$ cat config.mk
export PLATFORM = sky130hd
export DESIGN_NAME = cdr_lock_ctrl
export DESIGN_NICKNAME = d
export VERILOG_FILES = /design/src/rtl/cdr_lock_pkg.sv /design/src/rtl/cdr_rec_prescaler.sv /design/src/rtl/cdr_freq_window.sv /design/src/rtl/cdr_lock_fsm.sv /design/src/rtl/cdr_lock_ctrl.sv
export SDC_FILE = /design/constraint.sdc
export NUM_CORES = 1
export LEC_CHECK = 0
export ABC_AREA = 1
export BUFFER_PORTS_ARGS = -buffer_cell sky130_fd_sc_hd__buf_2
export CAP_MARGIN = 25
export CORE_UTILIZATION = 55
export DETAILED_ROUTE_END_ITERATION = 12
export PLACE_DENSITY = 0.81
export SETUP_SLACK_MARGIN = 0.1
export SLEW_MARGIN = 20
export SYNTH_ARGS = -nofsm -noshare
export SYNTH_HDL_FRONTEND = slang
export SYNTH_HIERARCHICAL = 1
export SYNTH_SLANG_ARGS = --single-unit
$ cat constraint.sdc
create_clock -name clk -period 2.7 [get_ports clk]
set_input_delay 0.54 -clock clk [delete_from_list [all_inputs] [get_ports clk]]
set_output_delay 0.54 -clock clk [all_outputs]
set_load 0.1 [all_outputs]
$ cat src/rtl/cdr_lock_pkg.sv
package cdr_lock_pkg;
  typedef enum logic [1:0] {
    LK_REF   = 2'd0,
    LK_ARMED = 2'd1,
    LK_DATA  = 2'd2
  } lock_st_e;

  localparam logic [2:0] STAT_NOLOCK = 3'b101;
  localparam logic [2:0] STAT_LOCKED = 3'b010;
endpackage

$ cat src/rtl/cdr_rec_prescaler.sv
module cdr_rec_prescaler #(
  parameter int DIV_LO = 10,
  parameter int DIV_HI = 20
) (
  input  logic clk,
  input  logic rst_n,
  input  logic rec_tick,
  input  logic div_hi_sel,
  output logic div_tick
);
  localparam int PW = $clog2(DIV_HI);
  localparam logic [PW-1:0] LIM_LO = PW'(DIV_LO - 1);
  localparam logic [PW-1:0] LIM_HI = PW'(DIV_HI - 1);

  logic [PW-1:0] phase_q;
  logic [PW-1:0] lim;

  assign lim      = div_hi_sel ? LIM_HI : LIM_LO;
  assign div_tick = rec_tick && (phase_q >= lim);

  always_ff @(posedge clk) begin
    if (!rst_n) begin
      phase_q <= '0;
    end else if (rec_tick) begin
      if (phase_q >= lim) phase_q <= '0;
      else                phase_q <= phase_q + 1'b1;
    end
  end

  AST_DIV_SPACING: assert property (@(posedge clk) disable iff (!rst_n)
    div_tick |=> !div_tick);
endmodule

$ cat src/rtl/cdr_freq_window.sv
module cdr_freq_window #(
  parameter int WIN_LOG2 = 15,
  parameter int PPM      = 200
) (
  input  logic clk,
  input  logic rst_n,
  input  logic ref_tick,
  input  logic div_tick,
  output logic win_done,
  output logic win_pass
);
  localparam int  CW  = WIN_LOG2 + 2;
  localparam longint EXPV = longint'(1) << WIN_LOG2;
  localparam longint TOLV = (EXPV * PPM) / 1000000;
  localparam logic [CW-1:0] LO_B = CW'(EXPV - TOLV);
  localparam logic [CW-1:0] HI_B = CW'(EXPV + TOLV);

  logic [WIN_LOG2-1:0] ref_cnt_q;
  logic [CW-1:0]       rec_cnt_q;
  logic [CW-1:0]       total;

  assign win_done = ref_tick && (&ref_cnt_q);
  assign total    = (div_tick && !(&rec_cnt_q)) ? rec_cnt_q + 1'b1 : rec_cnt_q;
  assign win_pass = (total >= LO_B) && (total <= HI_B);

  always_ff @(posedge clk) begin
    if (!rst_n) begin
      ref_cnt_q <= '0;
      rec_cnt_q <= '0;
    end else begin
      if (ref_tick) ref_cnt_q <= ref_cnt_q + 1'b1;
      if (win_done) rec_cnt_q <= '0;
      else          rec_cnt_q <= total;
    end
  end

  AST_WIN_SPACING: assert property (@(posedge clk) disable iff (!rst_n)
    win_done |=> !win_done);
  AST_COUNT_CLEARED: assert property (@(posedge clk) disable iff (!rst_n)
    win_done |=> (rec_cnt_q <= CW'(1)));
endmodule

$ cat src/rtl/cdr_lock_fsm.sv
module cdr_lock_fsm
  import cdr_lock_pkg::*;
(
  input  logic     clk,
  input  logic     rst_n,
  input  logic     win_done,
  input  logic     win_pass,
  input  logic     rl_ok,
  output lock_st_e state
);
  lock_st_e state_q, state_d;

  always_comb begin
    state_d = state_q;
    if (!rl_ok) begin
      state_d = LK_REF;
    end else if (win_done) begin
      if (!win_pass) begin
        state_d = LK_REF;
      end else begin
        unique case (state_q)
          LK_REF:   state_d = LK_ARMED;
          LK_ARMED: state_d = LK_DATA;
          default:  state_d = LK_DATA;
        endcase
      end
    end
  end

  always_ff @(posedge clk) begin
    if (!rst_n) state_q <= LK_REF;
    else        state_q <= state_d;
  end

  assign state = state_q;

  AST_DATA_NEEDS_PASS: assert property (@(posedge clk) disable iff (!rst_n)
    (state_q == LK_DATA && $past(state_q) != LK_DATA)
      |-> $past(win_done && win_pass && rl_ok));
  AST_DATA_FROM_ARMED: assert property (@(posedge clk) disable iff (!rst_n)
    (state_q == LK_DATA && $past(state_q) != LK_DATA)
      |-> ($past(state_q) == LK_ARMED));
  AST_FAIL_DROPS: assert property (@(posedge clk) disable iff (!rst_n)
    (win_done && !win_pass) |=> (state_q == LK_REF));
endmodule

$ cat src/rtl/cdr_lock_ctrl.sv
module cdr_lock_ctrl
  import cdr_lock_pkg::*;
#(
  parameter int WIN_LOG2 = 15,
  parameter int PPM      = 200,
  parameter int DIV_LO   = 10,
  parameter int DIV_HI   = 20
) (
  input  logic clk,
  input  logic rst_n,
  input  logic ref_tick,
  input  logic rec_tick,
  input  logic div20_sel,
  input  logic rl_ok,
  output logic lock_to_data,
  output logic st_err,
  output logic st_eof,
  output logic st_kflag
);
  logic     div_tick;
  logic     win_done;
  logic     win_pass;
  lock_st_e state;
  logic [2:0] stat;

  cdr_rec_prescaler #(.DIV_LO(DIV_LO), .DIV_HI(DIV_HI)) u_pre (
    .clk(clk), .rst_n(rst_n), .rec_tick(rec_tick),
    .div_hi_sel(div20_sel), .div_tick(div_tick)
  );

  cdr_freq_window #(.WIN_LOG2(WIN_LOG2), .PPM(PPM)) u_win (
    .clk(clk), .rst_n(rst_n), .ref_tick(ref_tick), .div_tick(div_tick),
    .win_done(win_done), .win_pass(win_pass)
  );

  cdr_lock_fsm u_fsm (
    .clk(clk), .rst_n(rst_n), .win_done(win_done), .win_pass(win_pass),
    .rl_ok(rl_ok), .state(state)
  );

  assign lock_to_data = (state == LK_DATA);
  assign stat         = lock_to_data ? STAT_LOCKED : STAT_NOLOCK;
  assign st_err       = stat[2];
  assign st_eof       = stat[1];
  assign st_kflag     = stat[0];

  AST_RL_FORCES_REF: assert property (@(posedge clk) disable iff (!rst_n)
    !rl_ok |=> !lock_to_data);
  AST_STATUS_CODE: assert property (@(posedge clk) disable iff (!rst_n)
    $countones({st_err, st_eof, st_kflag}) == (lock_to_data ? 1 : 2));
endmodule

Word level (Yosys, flattened, before mapping)
Index checks and enable logic that the tools add are counted.

Multiplexer cells: 6. Bitwise logic cells: 1. Magnitude comparators: 3. Equal/unequal tests: 1. Reductions and logical operators: 10. $add $sub $neg: 3.

Operators with widths (number): 17-bit by 1-bit adder with 17-bit output, second input constant (1); 17-bit by 15-bit >= comparator with 1-bit output, second input constant (1); 17-bit by 16-bit <= comparator with 1-bit output, second input constant (1); 17-bit 2-to-1 mux (1); 17-bit AND reduction (1); 15-bit by 1-bit adder with 15-bit output, second input constant (1); 15-bit AND reduction (1); 5-bit 2-to-1 mux (2); 5-bit by 1-bit adder with 5-bit output, second input constant (1); 5-bit >= comparator (1); 1-bit logical AND (4); 2-bit 2-to-1 mux (2); 3-bit 2-to-1 mux (1); 2-bit == test, second input constant (1); 2-bit logical NOT (1); 2-bit AND reduction (1); 2-bit OR reduction (1); 1-bit logical NOT (1); 1-bit NOT (1).

Logic and storage cells: 28. Flip-flop bits (word level): 39. Bits of input ports: 6. Output and inout port bits: 4.

Depth between registers and ports, before layout
Depth after elaboration: 8. Mapped depth: 25. Mapped depth without buffers: 25.

Hierarchy
The synthesis kept the hierarchy.

Modules (own cells, without submodules): cdr_freq_window (instances 1, cells an instance 294, area an instance 1886.8 µm²); cdr_rec_prescaler (instances 1, cells an instance 39, area an instance 317.8 µm²); cdr_lock_fsm (instances 1, cells an instance 15, area an instance 95.1 µm²); cdr_lock_ctrl (instances 1, cells an instance 6, area an instance 32.5 µm²).

Worst setup path before layout
No wires, ideal clock.

Path kind: input to register. From: in div20_sel. To: reg u_fsm.state_q[0], in the netlist u_fsm/state[0]. Arrival: 2454 ps. Required time: 2634 ps. Library setup time: 66 ps. Stages: 24. Slack: 180 ps. Path buffers: 0. Path through: inv_1 -> ha_1 -> nand2_1 -> nor2_1 -> nand2_1 -> nand2_1 -> nand2_2 -> inv_1 -> nand2_4 -> nor2_4 -> nand3_2 -> nand2_1 -> nand2_1 -> nor2_1 -> nand2_1 -> nor2_1 -> nand2_1 -> nand2_1 -> nand2_1 -> nor2_1 -> nand2_1 -> inv_1 -> nand2_1 -> a21oi_2.

Cells in the longest elaborated chain, start to end: 8. Elaborated cells between the ends (all ways): 9.

RTL lines: start, declared (RTL line cdr_lock_ctrl.sv:13) `input logic div20_sel,`; 5-bit 2-to-1 mux * (RTL line cdr_rec_prescaler.sv:18) `assign lim = div_hi_sel ? LIM_HI : LIM_LO;`; 5-bit >= comparator * (RTL line cdr_rec_prescaler.sv:19) `assign div_tick = rec_tick && (phase_q >= lim);`; 1-bit logical AND * (RTL line cdr_rec_prescaler.sv:19); via div_tick (RTL line cdr_lock_ctrl.sv:20) `logic div_tick;`; 1-bit logical AND * (RTL line cdr_freq_window.sv:23) `assign total = (div_tick && !(&rec_cnt_q)) ? rec_cnt_q + 1'b1 : rec_cnt_q;`; 17-bit 2-to-1 mux * (RTL line cdr_freq_window.sv:23); 17-bit by 15-bit >= comparator with 1-bit output or 17-bit by 16-bit <= comparator with 1-bit output (tied branches) (RTL line cdr_freq_window.sv:24) `assign win_pass = (total >= LO_B) && (total <= HI_B);`; 1-bit logical AND * (RTL line cdr_freq_window.sv:24); via win_pass (RTL line cdr_lock_ctrl.sv:22) `logic win_pass;`; 2-bit 2-to-1 mux * (RTL line cdr_lock_fsm.sv:18) `if (!win_pass) begin`; end signal, assigned (RTL line cdr_lock_fsm.sv:32) `else state_q <= state_d;`; end, declared (RTL line cdr_lock_fsm.sv:11) `lock_st_e state_q, state_d;`.

Mark *: on every way through the listed nets, which the timed path passes. The rest lies on a longest branch. A chain may end at the register's enable or synchronous reset.

Final worst setup path
Ends and elaborated chain as after synthesis.

==> impl_metrics.json <==
{
  "crit_required_ns": 2.92,
  "fin_crit_ns": 2.62,
  "initial_core_util_pct": 57.9,
  "io-pin-count": 10,
  "finalInstanceArea_sq_um": 2950,
  "powerDensity_nw_per_um2": 372,
  "status": "finished clean",
  "timing.critical_path.slowest_stage_cell": "sky130_fd_sc_hd__ha_4",
  "final_max_slew_violation_count": 0,
  "p_seq_share_pct": 53.8,
  "number_of_global_route_vias_before_repair": 2100,
  "area_occupied_by_multi_input_gates_sq_um": 1440,
  "worst-slew-pin-transition_ns": 0.550,
  "highest-signal-layer": "met4",
  "crit_path_start_kind": "primary input",
  "max_cap_violation_count": 0,
  "synth.avg_cell_area_sq_um": 6.59,
  "cts.sinks": 39,
  "cts.root.buffer_cell": "sky130_fd_sc_hd__clkbuf_8",
  "area.growth.synth_to_final_pct": 26.3,
  "cts_tree": "built",
  "end_kind": "flop",
  "dieWidth_um": 67.1,
  "n_antenna_cell": 0,
  "crit_type": "in2reg",
  "first_pass_grt_wire_length_mm": 8.56,
  "combPwrFrac_pct": 6.0,
  "fin_crit_sh_pct": 97.1,
  "routed-wl-met3_um": 300,
  "synth.most_common_cell": "sky130_fd_sc_hd__nand2_1",
  "synth_top_area_share_pct": 33.5,
  "grt_max_degree": 19,
  "detailedPlacementHpwl_mm": 3.69,
  "detailroute.via_count": 2431,
  "yosysSeqAreaShare_pct": 33.5,
  "yosys.cell_types.count": 31,
  "initial_antenna_violation_count": 0,
  "placed_cell_area_sq_um": 2620,
  "fin_util_pct": 73.1,
  "hold_wc_path_type": "in2reg",
  "final_net_count": 417,
  "overflow": 0,
  "post_synthesis_cell_area_sq_um": 2330,
  "yosys_warnings": 6,
  "power.static_leakage_nw": 1.27,
  "yosys_register_bits": 39,
  "layout.filler_cells": 287,
  "detail_route.wirelength_mm": 5.69,
  "via_per_inst": 5.34,
  "power_switching_share_pct": 23.2,
  "path_max_fanout": 7,
  "seq_area_sq_um": 788,
  "area_of_the_die_sq_um": 4510,
  "gp_congestion": 0.906,
  "delay_of_the_slowest_cell_on_the_worst_path_ns": 0.26,
  "cts-htree-levels": 2,
  "synth_top_cells_by_area": "sky130_fd_sc_hd__dfxtp_1, sky130_fd_sc_hd__nand2_1, sky130_fd_sc_hd__nor2_1",
  "async_reset_ff_share_pct": 0,
  "pwr-share-clk_pct": 40.2,
  "internal_power_w": 0.000841,
  "cp_common_cell": "sky130_fd_sc_hd__nand2_1",
  "finalSetupViolations": 0,
  "drcViolationCount": 0,
  "synthFlopType": "sky130_fd_sc_hd__dfxtp_1",
  "buffers_from_clock_root_to_sink_at_most": 2,
  "detail-route-antenna-nets": 0,
  "final_layout_size_suffix_gt1_share_pct": 31.6,
  "chipHeight_um": 67.1,
  "number_of_buffers_created_by_cts": 5,
  "place.port_buffers": 9,
  "post_synth_inst_count": 354,
  "number_of_enable_type_register_cells_in_the_synthesized_netlist": 0,
  "wire_per_inst_um": 12.5,
  "core_area_sq_um": 4030,
  "max_slew_margin_pct": 62.8,
  "met2_length_mm": 2.74,
  "clkSlewWorstSetupHoldPaths_ns": 0.08,
  "timing.critical_path.arrival_ns": 2.84,
  "irDropWorstVdd_v": 0.000317,
  "skew_ns": 0.00583,
  "gr-usage-all-layers_pct": 25.3,
  "first_iter_violations": 195,
  "synth_top_area_cell": "sky130_fd_sc_hd__dfxtp_1",
  "grt_setup_unrepaired": "yes",
  "report.final.hold_viol_count": 0,
  "drt_first_pass_iters": 5,
  "p_switching_w": 0.000254,
  "post_synth_most_frequent_cells": "sky130_fd_sc_hd__nand2_1, sky130_fd_sc_hd__nor2_1, sky130_fd_sc_hd__inv_1",
  "std_cell_rows": 23,
  "worst_skew_late_latency_ns": 0.29,
  "met1_length_mm": 2.46,
  "synth_nets": 367,
  "timing.fmax_mhz": 381
}
==> cells by family (layout without fill, tap and decap cells) <==
logic type / count (synthesis) / after routing / share of synthesized area (%)
and+or+nand+nor: 214 / 214 / 43.1
buffers and inverters: 60 / 111 / 10.4
DFF: 39 / 39 / 33.5
AOI/OAI and AO/OA: 24 / 24 / 5.47
xor gates and xnor gates: 8 / 8 / 3.00
adders and majority gates: 7 / 7 / 3.76
muxes: 2 / 2 / 0.858
==> flip-flops by register name, indices dropped and copies added, names as in the netlist <==
register,cells
u_fsm/state,2
u_win/ref_cnt_q,15
u_pre/phase_q,5
u_win/rec_cnt_q,17
==> area by class of cell <==
type,instances,area share (%)
Multi-Input combinational cell,255,49.0
Sequential cell,39,26.8
Timing Repair Buffer,48,11.6
Inverter,55,7.01
Clock buffer,7,3.27
Tap cell,50,2.12
Clock inverter,1,0.255
==> per-layer routing <==
layer	vias up	track usage, %
met5	-	0
met4	0	12.2
met3	26	4.97
met2	106	44.1
met1	1085	29.3
li1	1214	-
==> layout by cell type, fill, tap and decap left out, drive strengths merged, types with 2 or more instances in the layout <==
cell	count
nand3	20
o21ai	9
nand4	11
nor4	3
dfxtp	39
nor2	68
clkbuf	7
a21oi	13
xor2	6
mux2i	2
xnor2	2
nand2	106
buf	48
nor3	3
ha	7
inv	55
==> worst max-delay path: cells and delay by family <==
| kind | cells | cell delay, ns |
|---|---|---|
| simple gates | 19 | 1.61 |
| buf+inv | 4 | 0.31 |
| fa+ha+maj | 1 | 0.26 |
| compound gates | 1 | 0.12 |
==> power groups by stage <==
stage	combinational, W	sequential (W)	clock [W]
6_report	0.0000658	0.000589	0.000440
5_1_grt	0.0000733	0.000591	0.000480
4_1_cts	0.0000600	0.000589	0.000454
3_5_place_dp	0.0000578	0.000602	0
3_3_place_gp	0.0000560	0.000602	0
2_1_floorplan	0.0000407	0.000601	0
==> what timing repair did <==
action / 4_1_cts / 5_1_grt
endpoints found under the setup margin: 2 / 2
buffers inserted: 8 / 3
resized for setup: 15 / 29
endpoints found under the hold margin: 0 / 0
pin swaps: 8 / 17
cloned: 0 / 0
hold buffers: 0 / 0
==> stage by stage <==
| stage | instances | power (W) | worst slack (ns) | TNS (ns) | hold WS (ns) |
|---|---|---|---|---|---|
| after floorplan | 354 | 0.000642 | 0.180 | 0 | 0.451 |
| after global placement | 436 | 0.000658 | -0.117 | -0.225 | 0.469 |
| after detailed placement | 436 | 0.000660 | -0.248 | -0.441 | 0.484 |
| after CTS | 452 | 0.00110 | 0.103 | 0 | 0.485 |
| after global routing | 455 | 0.00114 | -0.151 | -0.270 | 0.500 |
| final | 455 | 0.00109 | 0.0783 | 0 | 0.493 |
==> path summary, 6_finish.rpt <==
check	cells past startpoint	slack (ns)	startpoint	endpoint
setup / recovery	25	0.08	div20_sel	u_fsm/state[0]
hold / removal	2	0.49	ref_tick	u_win/ref_cnt_q[0]
setup reg to reg	23	0.08	u_pre/phase_q[4]	u_fsm/state[0]
hold reg to reg	1	0.50	u_win/ref_cnt_q[0]	u_win/ref_cnt_q[0]
Note: power is estimated with default switching activity, not from simulation.
